===== config.mk =====
export PLATFORM = sky130hd
export DESIGN_NAME = dma_block_copy
export DESIGN_NICKNAME = d
export VERILOG_FILES = /design/src/rtl/dma_bc_pkg.sv /design/src/rtl/dma_bc_ovh_timer.sv /design/src/rtl/dma_bc_xfer.sv /design/src/rtl/dma_block_copy.sv
export SDC_FILE = /design/constraint.sdc
export NUM_CORES = 1
export LEC_CHECK = 0
export BUFFER_PORTS_ARGS = -buffer_cell sky130_fd_sc_hd__buf_2
export CAP_MARGIN = 15
export CORE_MARGIN = 4
export CORE_UTILIZATION = 57
export CTS_CLUSTER_SIZE = 40
export DETAILED_ROUTE_END_ITERATION = 10
export MAX_ROUTING_LAYER = met4
export PLACE_DENSITY = 0.86
export SLEW_MARGIN = 30
export SYNTH_ARGS = -nofsm -noshare
export SYNTH_HDL_FRONTEND = slang
export SYNTH_HIERARCHICAL = 1
export SYNTH_SLANG_ARGS = --single-unit
export TNS_END_PERCENT = 20

===== constraint.sdc =====
create_clock -name clk -period 2.8 [get_ports clk]
set_clock_uncertainty 0.05 [all_clocks]
set_input_delay 0.14 -clock clk [delete_from_list [all_inputs] [get_ports clk]]
set_output_delay 0.14 -clock clk [all_outputs]
set_load 0.005 [all_outputs]

===== src/rtl/dma_bc_pkg.sv =====
package dma_bc_pkg;
  typedef enum logic [2:0] {
    ST_IDLE,
    ST_RD,
    ST_WAIT,
    ST_WR,
    ST_OVH
  } xfer_state_t;

  localparam logic [2:0] SEL_SRC_HI = 3'd0;
  localparam logic [2:0] SEL_SRC_LO = 3'd1;
  localparam logic [2:0] SEL_DST_HI = 3'd2;
  localparam logic [2:0] SEL_DST_LO = 3'd3;
  localparam logic [2:0] SEL_CTRL   = 3'd4;
endpackage


===== src/rtl/dma_bc_ovh_timer.sv =====
// Counts the fixed per-chunk overhead; done is high in the last overhead cycle.
module dma_bc_ovh_timer #(
  parameter int OVH_BASE = 8
) (
  input  logic clk,
  input  logic rst_n,
  input  logic start,
  input  logic dbl,
  output logic done
);
  localparam int MAX_CYC = 2 * OVH_BASE;
  localparam int CW      = (MAX_CYC > 2) ? $clog2(MAX_CYC) : 1;

  logic [CW-1:0] cnt_q;
  logic          active_q;

  assign done = active_q && (cnt_q == '0);

  always_ff @(posedge clk) begin
    if (!rst_n) begin
      cnt_q    <= '0;
      active_q <= 1'b0;
    end else if (start) begin
      cnt_q    <= dbl ? CW'(MAX_CYC - 1) : CW'(OVH_BASE - 1);
      active_q <= 1'b1;
    end else if (done) begin
      active_q <= 1'b0;
    end else if (active_q) begin
      cnt_q <= cnt_q - 1'b1;
    end
  end
endmodule


===== src/rtl/dma_bc_xfer.sv =====
// Per-byte read/write sequencer with chunk boundaries.
module dma_bc_xfer
  import dma_bc_pkg::*;
#(
  parameter int CHUNK_LOG2 = 4
) (
  input  logic       clk,
  input  logic       rst_n,
  input  logic       go,
  input  logic       last_chunk,
  input  logic       req_ready,
  input  logic       rsp_valid,
  input  logic [7:0] rsp_rdata,
  input  logic       ovh_done,
  output logic       req_valid,
  output logic       req_write,
  output logic [7:0] req_wdata,
  output logic       byte_step,
  output logic       chunk_step,
  output logic       ovh_start,
  output logic       busy
);
  xfer_state_t           st_q;
  logic [CHUNK_LOG2-1:0] idx_q;
  logic [7:0]            data_q;

  assign req_valid  = (st_q == ST_RD) || (st_q == ST_WR);
  assign req_write  = (st_q == ST_WR);
  assign req_wdata  = data_q;
  assign byte_step  = (st_q == ST_WR) && req_ready;
  assign ovh_start  = byte_step && (idx_q == '1);
  assign chunk_step = (st_q == ST_OVH) && ovh_done;
  assign busy       = (st_q != ST_IDLE);

  always_ff @(posedge clk) begin
    if (!rst_n) begin
      st_q   <= ST_IDLE;
      idx_q  <= '0;
      data_q <= '0;
    end else begin
      case (st_q)
        ST_IDLE: begin
          idx_q <= '0;
          if (go) st_q <= ST_RD;
        end
        ST_RD:   if (req_ready) st_q <= ST_WAIT;
        ST_WAIT: begin
          if (rsp_valid) begin
            data_q <= rsp_rdata;
            st_q   <= ST_WR;
          end
        end
        ST_WR: begin
          if (req_ready) begin
            idx_q <= idx_q + 1'b1;
            st_q  <= (idx_q == '1) ? ST_OVH : ST_RD;
          end
        end
        ST_OVH:  if (ovh_done) st_q <= last_chunk ? ST_IDLE : ST_RD;
        default: st_q <= ST_IDLE;
      endcase
    end
  end
endmodule


===== src/rtl/dma_block_copy.sv =====
module dma_block_copy
  import dma_bc_pkg::*;
#(
  parameter int ADDR_W     = 16,
  parameter int LEN_W      = 7,
  parameter int CHUNK_LOG2 = 4,
  parameter int OVH_BASE   = 8
) (
  input  logic              clk,
  input  logic              rst_n,
  input  logic              reg_we,
  input  logic [2:0]        reg_addr,
  input  logic [7:0]        reg_wdata,
  output logic [7:0]        reg_rdata,
  input  logic              speed_x2,
  output logic              busy,
  output logic              mem_req_valid,
  input  logic              mem_req_ready,
  output logic              mem_req_write,
  output logic [ADDR_W-1:0] mem_req_addr,
  output logic [7:0]        mem_req_wdata,
  input  logic              mem_rsp_valid,
  input  logic [7:0]        mem_rsp_rdata
);
  localparam int CNT_W = LEN_W + 1;

  logic [ADDR_W-1:0] src_q, dst_q;
  logic [CNT_W-1:0]  rem_q;
  logic              done_q;
  logic              byte_step, chunk_step, ovh_start, ovh_done;
  logic              reg_open, go;
  logic [CNT_W-1:0]  rem_m1;

  assign reg_open = reg_we && !busy;
  assign go       = reg_open && (reg_addr == SEL_CTRL) && !reg_wdata[7];
  assign rem_m1   = rem_q - 1'b1;

  always_comb begin
    if (reg_addr == SEL_CTRL) reg_rdata = {done_q, rem_m1[LEN_W-1:0]};
    else                      reg_rdata = '1;
  end

  assign mem_req_addr = mem_req_write ? dst_q : src_q;

  always_ff @(posedge clk) begin
    if (!rst_n) begin
      src_q  <= '0;
      dst_q  <= '0;
      rem_q  <= '0;
      done_q <= 1'b1;
    end else if (reg_open) begin
      case (reg_addr)
        SEL_SRC_HI: src_q[ADDR_W-1:8] <= reg_wdata[ADDR_W-9:0];
        SEL_SRC_LO: src_q[7:0] <= {reg_wdata[7:CHUNK_LOG2], {CHUNK_LOG2{1'b0}}};
        SEL_DST_HI: dst_q[ADDR_W-1:8] <= reg_wdata[ADDR_W-9:0];
        SEL_DST_LO: dst_q[7:0] <= {reg_wdata[7:CHUNK_LOG2], {CHUNK_LOG2{1'b0}}};
        SEL_CTRL: begin
          rem_q  <= {1'b0, reg_wdata[LEN_W-1:0]} + 1'b1;
          done_q <= ~reg_wdata[7];
        end
        default: ;
      endcase
    end else begin
      if (byte_step) begin
        src_q <= src_q + 1'b1;
        dst_q <= dst_q + 1'b1;
      end
      if (chunk_step) rem_q <= rem_q - 1'b1;
    end
  end

  dma_bc_xfer #(.CHUNK_LOG2(CHUNK_LOG2)) u_xfer (
    .clk        (clk),
    .rst_n      (rst_n),
    .go         (go),
    .last_chunk (rem_q == CNT_W'(1)),
    .req_ready  (mem_req_ready),
    .rsp_valid  (mem_rsp_valid),
    .rsp_rdata  (mem_rsp_rdata),
    .ovh_done   (ovh_done),
    .req_valid  (mem_req_valid),
    .req_write  (mem_req_write),
    .req_wdata  (mem_req_wdata),
    .byte_step  (byte_step),
    .chunk_step (chunk_step),
    .ovh_start  (ovh_start),
    .busy       (busy)
  );

  dma_bc_ovh_timer #(.OVH_BASE(OVH_BASE)) u_ovh (
    .clk   (clk),
    .rst_n (rst_n),
    .start (ovh_start),
    .dbl   (speed_x2),
    .done  (ovh_done)
  );
endmodule


### After elaboration in Yosys (flattened, before gate mapping)

Index checks and enable logic that the tools add are counted.

| storage, ports and cells | value |
|---|---|
| register bits after elaboration | 61 |
| input port bits | 25 |
| word-level logic and storage cells | 97 |

| operators by class | value |
|---|---|
| add/subtract/negate cells | 6 |
| bitwise logic cells | 1 |
| equality and inequality tests | 21 |
| reduce and logical (&&, ||, !) cells | 29 |
| mux-type cells | 29 |

Operator list:

| operator | count |
|---|---|
| $mux W16 | 5 |
| $mux W8 | 8 |
| $add A16 B1 Y16 const B | 2 |
| $mux W4 | 5 |
| $mux W3 | 6 |
| $reduce_and A2 Y1 | 9 |
| $pmux W3 S5 | 1 |
| $eq A3 B2 Y1 const B | 4 |
| $ne A2 B1 Y1 const B | 6 |
| $ne A2 B2 Y1 const B | 5 |
| $reduce_bool A2 Y1 | 5 |
| $add A7 B1 Y8 const B | 1 |
| $eq A8 B1 Y1 const B | 1 |
| $pmux W4 S2 | 1 |
| $sub A8 B1 Y8 const B | 1 |
| $logic_and A1 B1 Y1 | 7 |
| $eq A3 B1 Y1 const B | 2 |
| $eq A3 B3 Y1 const B | 2 |
| $logic_not A3 Y1 | 2 |
| $reduce_and A5 Y1 | 1 |
| $add A4 B1 Y4 const B | 1 |
| $eq A4 B4 Y1 const B | 1 |
| $logic_not A4 Y1 | 1 |
| $sub A4 B1 Y4 const B | 1 |
| 5 further kinds | 8 |

### Depth between registers and ports, before layout

Gate-level depths: netlist (run 1).

| depth | value |
|---|---|
| word-level depth | 7 |
| gate-level depth with buffers | 10 |
| depth with buffers taken out | 9 |

### By module

The synthesis (run 1) kept the hierarchy.

By module, submodules not included:

| module | seq. area each (sq um) | area an instance (sq um) | cells an instance | instances |
|---|---|---|---|---|
| dma_block_copy | 820.8 | 2772.7 | 366 | 1 |
| dma_bc_xfer | 300.3 | 730.7 | 75 | 1 |
| dma_bc_ovh_timer | 100.1 | 282.8 | 29 | 1 |

### Worst setup path after synthesis (run 1)

Ideal clock, no wire load.

| path | value |
|---|---|
| kind | flip-flop to flip-flop |
| start point | register u_xfer.st_q[1] |
| end point | register dst_q[3] |
| period minus slack after synthesis | 2.259 ns |
| cell stages (with the launch flop) | 9 |
| buffers on the path | 2 |
| arrival time | 2.139 ns |
| setup slack | 0.541 ns |
| setup time | 0.070 ns |
| cell sequence | dfxtp_1 > buf_4 > or3_4 > nor3b_1 > nand3_1 > and2_1 > clkbuf_1 > or3_1 > a21oi_1 |

| on the way | value |
|---|---|
| cells in the longest elaborated chain, start to end | 5 |
| elaborated cells on any way between the ends | 9 |

Ends and longest elaborated chain:

| what | line | text |
|---|---|---|
| start: declaration | dma_bc_xfer.sv:23 | `xfer_state_t st_q;` |
| start signal: assignment | dma_bc_xfer.sv:56 | `st_q <= (idx_q == '1) ? ST_OVH : ST_RD;` |
| start signal: assignment | dma_bc_xfer.sv:59 | `ST_OVH: if (ovh_done) st_q <= last_chunk ? ST_IDLE : ST_RD;` |
| $reduce_bool A3 Y1 * | dma_bc_xfer.sv:33 | `assign busy = (st_q != ST_IDLE);` |
| via busy | dma_block_copy.sv:16 | `output logic busy,` |
| $logic_not A1 Y1 * | dma_block_copy.sv:34 | `assign reg_open = reg_we && !busy;` |
| $logic_and A1 B1 Y1 * | dma_block_copy.sv:34 |  |
| $ne A2 B1 Y1 (no source line) or $reduce_bool A2 Y1 (tied branches) | -- |  |
| $reduce_and A2 Y1 (no source line) | -- |  |
| end signal: indexed assignment | dma_block_copy.sv:55 | `SEL_DST_HI: dst_q[ADDR_W-1:8] <= reg_wdata[ADDR_W-9:0];` |
| end signal: assignment | dma_block_copy.sv:56 | `SEL_DST_LO: dst_q[7:0] <= {reg_wdata[7:CHUNK_LOG2], {CHUNK_LOG2{1'b0}}};` |
| end signal: assignment | dma_block_copy.sv:66 | `dst_q <= dst_q + 1'b1;` |
| end: declaration | dma_block_copy.sv:27 | `logic [ADDR_W-1:0] src_q, dst_q;` |

The timed path passes the listed nets; every way through them passes the cells marked *.
A chain may end at the register's enable or synchronous reset.

### Worst setup path after layout (run 1)

| path | value |
|---|---|
| start point | register u_xfer.st_q[1] |
| end point | register dst_q[3] |

| on the way | value |
|---|---|
| cells in the longest elaborated chain, start to end | 5 |
| elaborated cells on any way between the ends | 9 |

Ends and longest elaborated chain:

| what | line |
|---|---|
| $reduce_bool A3 Y1 | dma_bc_xfer.sv:33 |
| $logic_not A1 Y1 | dma_block_copy.sv:34 |
| $logic_and A1 B1 Y1 | dma_block_copy.sv:34 |
| $ne A2 B1 Y1 (no source line) or $reduce_bool A2 Y1 (tied branches) | -- |
| $reduce_and A2 Y1 (no source line) | -- |

Parallel ways exist; a longest one is shown, timed or not.

==> results of run 1 <==
[per-layer routing]
metal,share of wire,up-vias,global-route usage
li1,-,1837,-
met1,0.42,1816,0.3593
met2,0.46,210,0.4340
met3,0.091,40,0.05253
met4,0.031,0,0.1286
met5,0,-,-
[power by group through the flow]
stage / combinational, uW / sequential (uW) / clock [uW]
after floorplan: 399 / 946 / 0
after global placement: 547 / 968 / 0
after detailed placement: 555 / 970 / 0
after CTS: 560 / 951 / 729
after global routing: 626 / 959 / 769
final: 571 / 954 / 722
[layout make-up]
class	count	area, um2	area share
multi-input cells	374	2412	0.5579
clock inverters	1	5.005	0.001157
clock buffers	14	172.7	0.03993
well taps	77	96.34	0.02228
repair buffers	69	382.9	0.08854
flip-flops and latches	61	1221	0.2824
inverters	9	33.78	0.007812
[cell usage in the layout (no fill, tap or decap), drive strengths merged, types with 6 or more instances in the layout]
| cell type | synthesis | final |
|---|---|---|
| buf | 6 | 69 |
| dfxtp | 61 | 61 |
| nand2 | 51 | 51 |
| nor2 | 45 | 45 |
| a21oi | 37 | 37 |
| o21ai | 28 | 28 |
| nand3 | 21 | 21 |
| mux2 | 16 | 16 |
| clkbuf | 20 | 14 |
| mux2i | 13 | 13 |
| and2 | 10 | 10 |
| nor2b | 10 | 10 |
| inv | 9 | 9 |
| nand4 | 9 | 9 |
| nor3 | 8 | 8 |
| o31ai | 8 | 8 |
| ha | 8 | 8 |
| xnor2 | 7 | 7 |
| xor2 | 7 | 7 |
| and3 | 7 | 7 |
| nor3b | 6 | 6 |
| or3 | 6 | 6 |
[state kept, by name (all words and copies together), names as in the netlist]
| register | count |
|---|---|
| done_q | 1 |
| dst_q | 16 |
| rem_q | 8 |
| src_q | 16 |
| u_ovh/active_q | 1 |
| u_ovh/cnt_q | 4 |
| u_xfer/idx_q | 4 |
| u_xfer/req_wdata | 8 |
| u_xfer/st_q | 3 |
[worst paths after layout]
check,from,end,slack [ns]
setup / recovery,u_xfer/st_q[1],dst_q[3],0.35
hold / removal,mem_rsp_rdata[0],u_xfer/req_wdata[0],0.008
setup reg to reg,u_xfer/st_q[1],dst_q[3],0.35
hold reg to reg,done_q,done_q,0.42
[worst max-delay path: cells and delay by family, from the launching register on]
kind | cells | cell delay (ns)
and+or+nand+nor | 5 | 1.79
AOI/OAI and AO/OA | 1 | 0.14
DFF | 1 | 0.40
[logic make-up (layout without fill, tap and decap cells)]
group,after synthesis,after routing,share of synthesized area
xor+xnor,14,14,0.03239
mux,29,29,0.08195
fa+ha+maj,8,8,0.02644
buf+inv,35,93,0.04230
simple gates,198,198,0.2799
compound gates,125,125,0.2145
flops,61,61,0.3225
[metrics by stage]
stage	instance area, um2	total power [uW]	hold slack, ns	std cells
detailed placement	4146	1525	0.3561	590
CTS	4324	2240	0.0003171	605
floorplan	3786	1345	0.2075	470
global placement	4146	1515	0.3480	590
finish	4324	2247	0.008135	605
global route	4324	2354	0.02752	605
==> impl_metrics.json, run 1 <==
{
  "final_max_slew_viol_count": 0,
  "synthMostInstantiatedCell": "dfxtp_1",
  "wl_per_cell_um": 17.38,
  "fin_tns_setup_ns": 0,
  "cts_tree": "done",
  "setup_slack_ns": 0.3537,
  "tightest_slew_ns": 0.5804,
  "std_cell_rows": 29,
  "ant_nets": 0,
  "preCtsSetupSlack_ns": 0.4474,
  "numCtsBuffers": 9,
  "rsz0062_at_grt": "no",
  "synth_common_cells": "dfxtp_1 (61), nand2_1 (51), nor2_1 (45)",
  "p_per_area_nw_per_um2": 519.7,
  "cts_setup_buffers": 0,
  "internal_power_uw": 1521,
  "avgSynthCellArea_um2": 8.056,
  "n_antenna_cell": 0,
  "critPathRequiredTime_ns": 3.03,
  "ctsHoldBuffers": 0,
  "grt_use_total": 0.2825,
  "drt-pass1-iter-count": 6,
  "clkTransAtPathRegs_ns": 0.07,
  "initial_core_util": 0.5929,
  "path_class": "flip-flop to flip-flop",
  "synth-edff-count": 0,
  "synthesis.area_um2": 3786,
  "p_comb_frac": 0.254,
  "grt_max_degree": 47,
  "grt_overflow": 0,
  "crit_path_start_kind": "flip-flop",
  "status": "finished clean",
  "period_needed_ns": 2.446,
  "fillers": 506,
  "antenna_found_initial": 0,
  "min_path_type": "primary input to flip-flop",
  "ctsResizeCount": 0,
  "setup_viol": 0,
  "switching_share": 0.3230,
  "fmax_mhz": 408.8,
  "drive_above_1_share": 0.2159,
  "die_y_um": 89.50,
  "synth_seq_cells": 61,
  "synth.distinct_cells": 71,
  "die-area_um2": 8010,
  "finalNetCount": 557,
  "yosys_warnings": 6,
  "cp_max_fo": 9,
  "cts_root_buf": "clkbuf_8",
  "clockBufferDepth": 2,
  "crit_chain": "or3_4 -> nor3b_1 -> nand3_1 -> and2_1 -> or3_1 -> a21oi_1",
  "port-buffer-count": 59,
  "h-tree-depth": 3,
  "final_util": 0.6771,
  "synth_async_sr_flop_share": 0,
  "grt_pass1_wl_um": 17020,
  "route.detailed.drc": 0,
  "synth_top_area_frac": 0.3225,
  "ys_top_cells_by_area": "dfxtp_1 (32%), nand2_1 (5.1%), a21oi_1 (4.9%)",
  "yosys.area.top_type": "dfxtp_1",
  "die_w_um": 89.50,
  "place_congestion": 0.9438,
  "p_sw_uw": 725.9,
  "ir_drop_mv": 0.2882,
  "critPathCaptureType": "flip-flop",
  "insertion_delay_ns": 0.34,
  "synth_cells": 470,
  "vias_per_cell": 6.451,
  "pwr-share-clk": 0.321,
  "vias": 3903,
  "seq_area_frac_synth": 0.3225,
  "synth_fp_nets": 503,
  "hpwl_um": 7492,
  "max_stage_delay_ns": 0.48,
  "boundaryPins": 60,
  "finalHoldViolCount": 0,
  "drt-total-wl_um": 10520,
  "seqPwrFrac": 0.424,
  "drt-initial-drc-count": 518,
  "min_path_cells": 3,
  "syn_to_final_growth_pct": 14.21,
  "crit_slowest_cell": "or3_4",
  "reg2reg_depth": 6,
  "clock_sinks": 61,
  "maxSlewHeadroom": 0.6126,
  "p_leak_uw": 0.001720,
  "core_area_um2": 6386,
  "synth-main-ff-cell": "dfxtp_1",
  "finalCritPeriodShare": 0.8737,
  "drv_cap": 0,
  "grt_pass1_vias": 3534,
  "arrival_ns": 2.67
}
Note: power is estimated with default switching activity, not from simulation.
==> run 2, diff against run 1 <==
- CORE_ASPECT_RATIO: default -> 0.9
==> run 2 against run 1 <==
Effect of this change: worst setup slack worse by 0.015 ns; highest routed layer unchanged; non-clock buffer count is 1 lower; hold slack better by 0.0042 ns; total power is 5.0% higher; sequential cell count stayed put.
==> impl_metrics.json, run 2 (same netlist as run 1, synthesis figures left out) <==
{
  "status": "finished clean",
  "p_leak_uw": 0.001729,
  "ctsHoldBuffers": 0,
  "p_comb_frac": 0.242,
  "crit_end": "u_xfer/st_q[0]",
  "die_y_um": 85.32,
  "core_area_um2": 6284,
  "grt_use_total": 0.2822,
  "hpwl_um": 7760,
  "drt-total-wl_um": 10860,
  "grt_max_degree": 47,
  "insertion_delay_ns": 0.34,
  "max_stage_delay_ns": 0.50,
  "timing.rr.start": "u_xfer/st_q[1]",
  "boundaryPins": 60,
  "worst-path-stages": 8,
  "worst-path-buf-inv": 0,
  "clock_sinks": 61,
  "rsz0062_at_grt": "no",
  "drive_above_1_share": 0.2178,
  "n_antenna_cell": 0,
  "finalNetCount": 556,
  "cts_setup_buffers": 0,
  "drt-pass1-iter-count": 5,
  "std_cell_rows": 27,
  "crit_slowest_cell": "nor2b_2",
  "die_w_um": 93.91,
  "seqPwrFrac": 0.405,
  "route.detailed.drc": 0,
  "min_path_type": "primary input to flip-flop",
  "pwr-share-clk": 0.353,
  "fillers": 556,
  "grt_overflow": 0,
  "maxSlewHeadroom": 0.6003,
  "port-buffer-count": 59,
  "vias_per_cell": 6.241,
  "critPathRequiredTime_ns": 2.97,
  "ant_nets": 0,
  "path_class": "flip-flop to flip-flop",
  "crit_family": "simple AND/OR/NAND/NOR gates",
  "critPathCaptureType": "flip-flop",
  "worst-r2r-setup-slack_ns": 0.34,
  "die-area_um2": 8012,
  "crit_start": "u_xfer/st_q[1]",
  "grt_pass1_vias": 3562,
  "arrival_ns": 2.63,
  "ir_drop_mv": 0.3486,
  "crit_path_start_kind": "flip-flop",
  "switching_share": 0.3171,
  "reg2reg_depth": 8,
  "finalHoldViolCount": 0,
  "dp.cells": 599,
  "cp_common_cell": "mux2i_1",
  "initial_core_util": 0.6025,
  "antenna_found_initial": 0,
  "r2r_end": "u_xfer/st_q[0]",
  "final_common_cell": "dfxtp_1",
  "clockBufferDepth": 2,
  "vias": 3838,
  "period_needed_ns": 2.461,
  "clkTransAtPathRegs_ns": 0.07,
  "reg.largest.list": "dst_q (16), src_q (16)",
  "h-tree-depth": 3,
  "setup_viol": 0,
  "place_congestion": 0.9611,
  "tightest_slew_ns": 0.5989,
  "drt-initial-drc-count": 459,
  "crit_chain": "or3_4 -> nor2b_2 -> nand2_1 -> nor2_1 -> mux2i_1 -> a21oi_1 -> o22ai_1 -> mux2i_1",
  "cts_tree": "done",
  "numCtsBuffers": 9,
  "ctsResizeCount": 0,
  "cts_root_buf": "clkbuf_8",
  "p_sw_uw": 748.0,
  "p_per_area_nw_per_um2": 540.6,
  "layout_common_cells": "dfxtp_1 (61), buf_2 (59), nand2_1 (51)",
  "drv_cap": 0,
  "syn_to_final_growth_pct": 15.23,
  "final_max_slew_viol_count": 0,
  "fmax_mhz": 406.3,
  "finalCritPeriodShare": 0.8791,
  "layout.cells.non_filler": 615,
  "wl_per_cell_um": 17.67,
  "grt_pass1_wl_um": 17570,
  "cp_max_fo": 14,
  "fin_tns_setup_ns": 0,
  "internal_power_uw": 1611
}
## run 2: layout make-up
cell class,count,area (um2),share of cell area
multi-input combinational,374,2412,0.5529
timing repair buffer,68,375.4,0.08603
tap,87,108.9,0.02495
clock inverter,3,42.54,0.009751
sequential,61,1221,0.2799
inverter,9,33.78,0.007743
clock buffer,13,168.9,0.03872
## run 2: routing by layer
| layer | global-route usage | vias to the layer above | wire [um] |
|---|---|---|---|
| met5 | - | - | 0 |
| met4 | 0.07743 | 0 | 165 |
| met3 | 0.07447 | 27 | 1043 |
| met2 | 0.4339 | 201 | 5068 |
| met1 | 0.3663 | 1773 | 4586 |
| li1 | - | 1837 | - |
## run 2: worst reg2reg max path, cell delays in order (launching register included)
cell	delay, ns
dfxtp_1	0.40
or3_4	0.48
nor2b_2	0.50
nand2_1	0.19
nor2_1	0.18
mux2i_1	0.10
a21oi_1	0.18
o22ai_1	0.12
mux2i_1	0.14
## run 2: worst min-delay path by stage
stage	startpoint	to	slack, ns	cells past startpoint
floorplan	rst_n	u_ovh/active_q	0.21	1
global placement	mem_rsp_rdata[7]	u_xfer/req_wdata[7]	0.34	3
detailed placement	mem_rsp_rdata[1]	u_xfer/req_wdata[1]	0.36	3
CTS	mem_rsp_rdata[7]	u_xfer/req_wdata[7]	0.005	3
global route	mem_rsp_rdata[4]	u_xfer/req_wdata[4]	0.02	3
finish	mem_rsp_rdata[7]	u_xfer/req_wdata[7]	0.01	3
## run 2: stage by stage
stage	cell area (um2)	power [uW]	util	setup WS (ns)	hold slack (ns)
after floorplan	3786	1345	-	0.5413	0.2075
after global placement	4151	1510	0.6607	0.5171	0.3444
after detailed placement	4151	1525	0.6607	0.4063	0.3577
after CTS	4363	2351	0.6943	0.3670	0.005185
after global routing	4363	2465	0.6943	0.1864	0.01776
final	4363	2359	0.6943	0.3386	0.01238
## run 2: power groups by stage
stage / logic (uW) / registers (uW) / clock network (uW)
3_5_place_dp: 554 / 971 / 0
3_3_place_gp: 541 / 969 / 0
4_1_cts: 557 / 952 / 841
6_report: 570 / 955 / 833
2_1_floorplan: 399 / 946 / 0
5_1_grt: 622 / 959 / 883
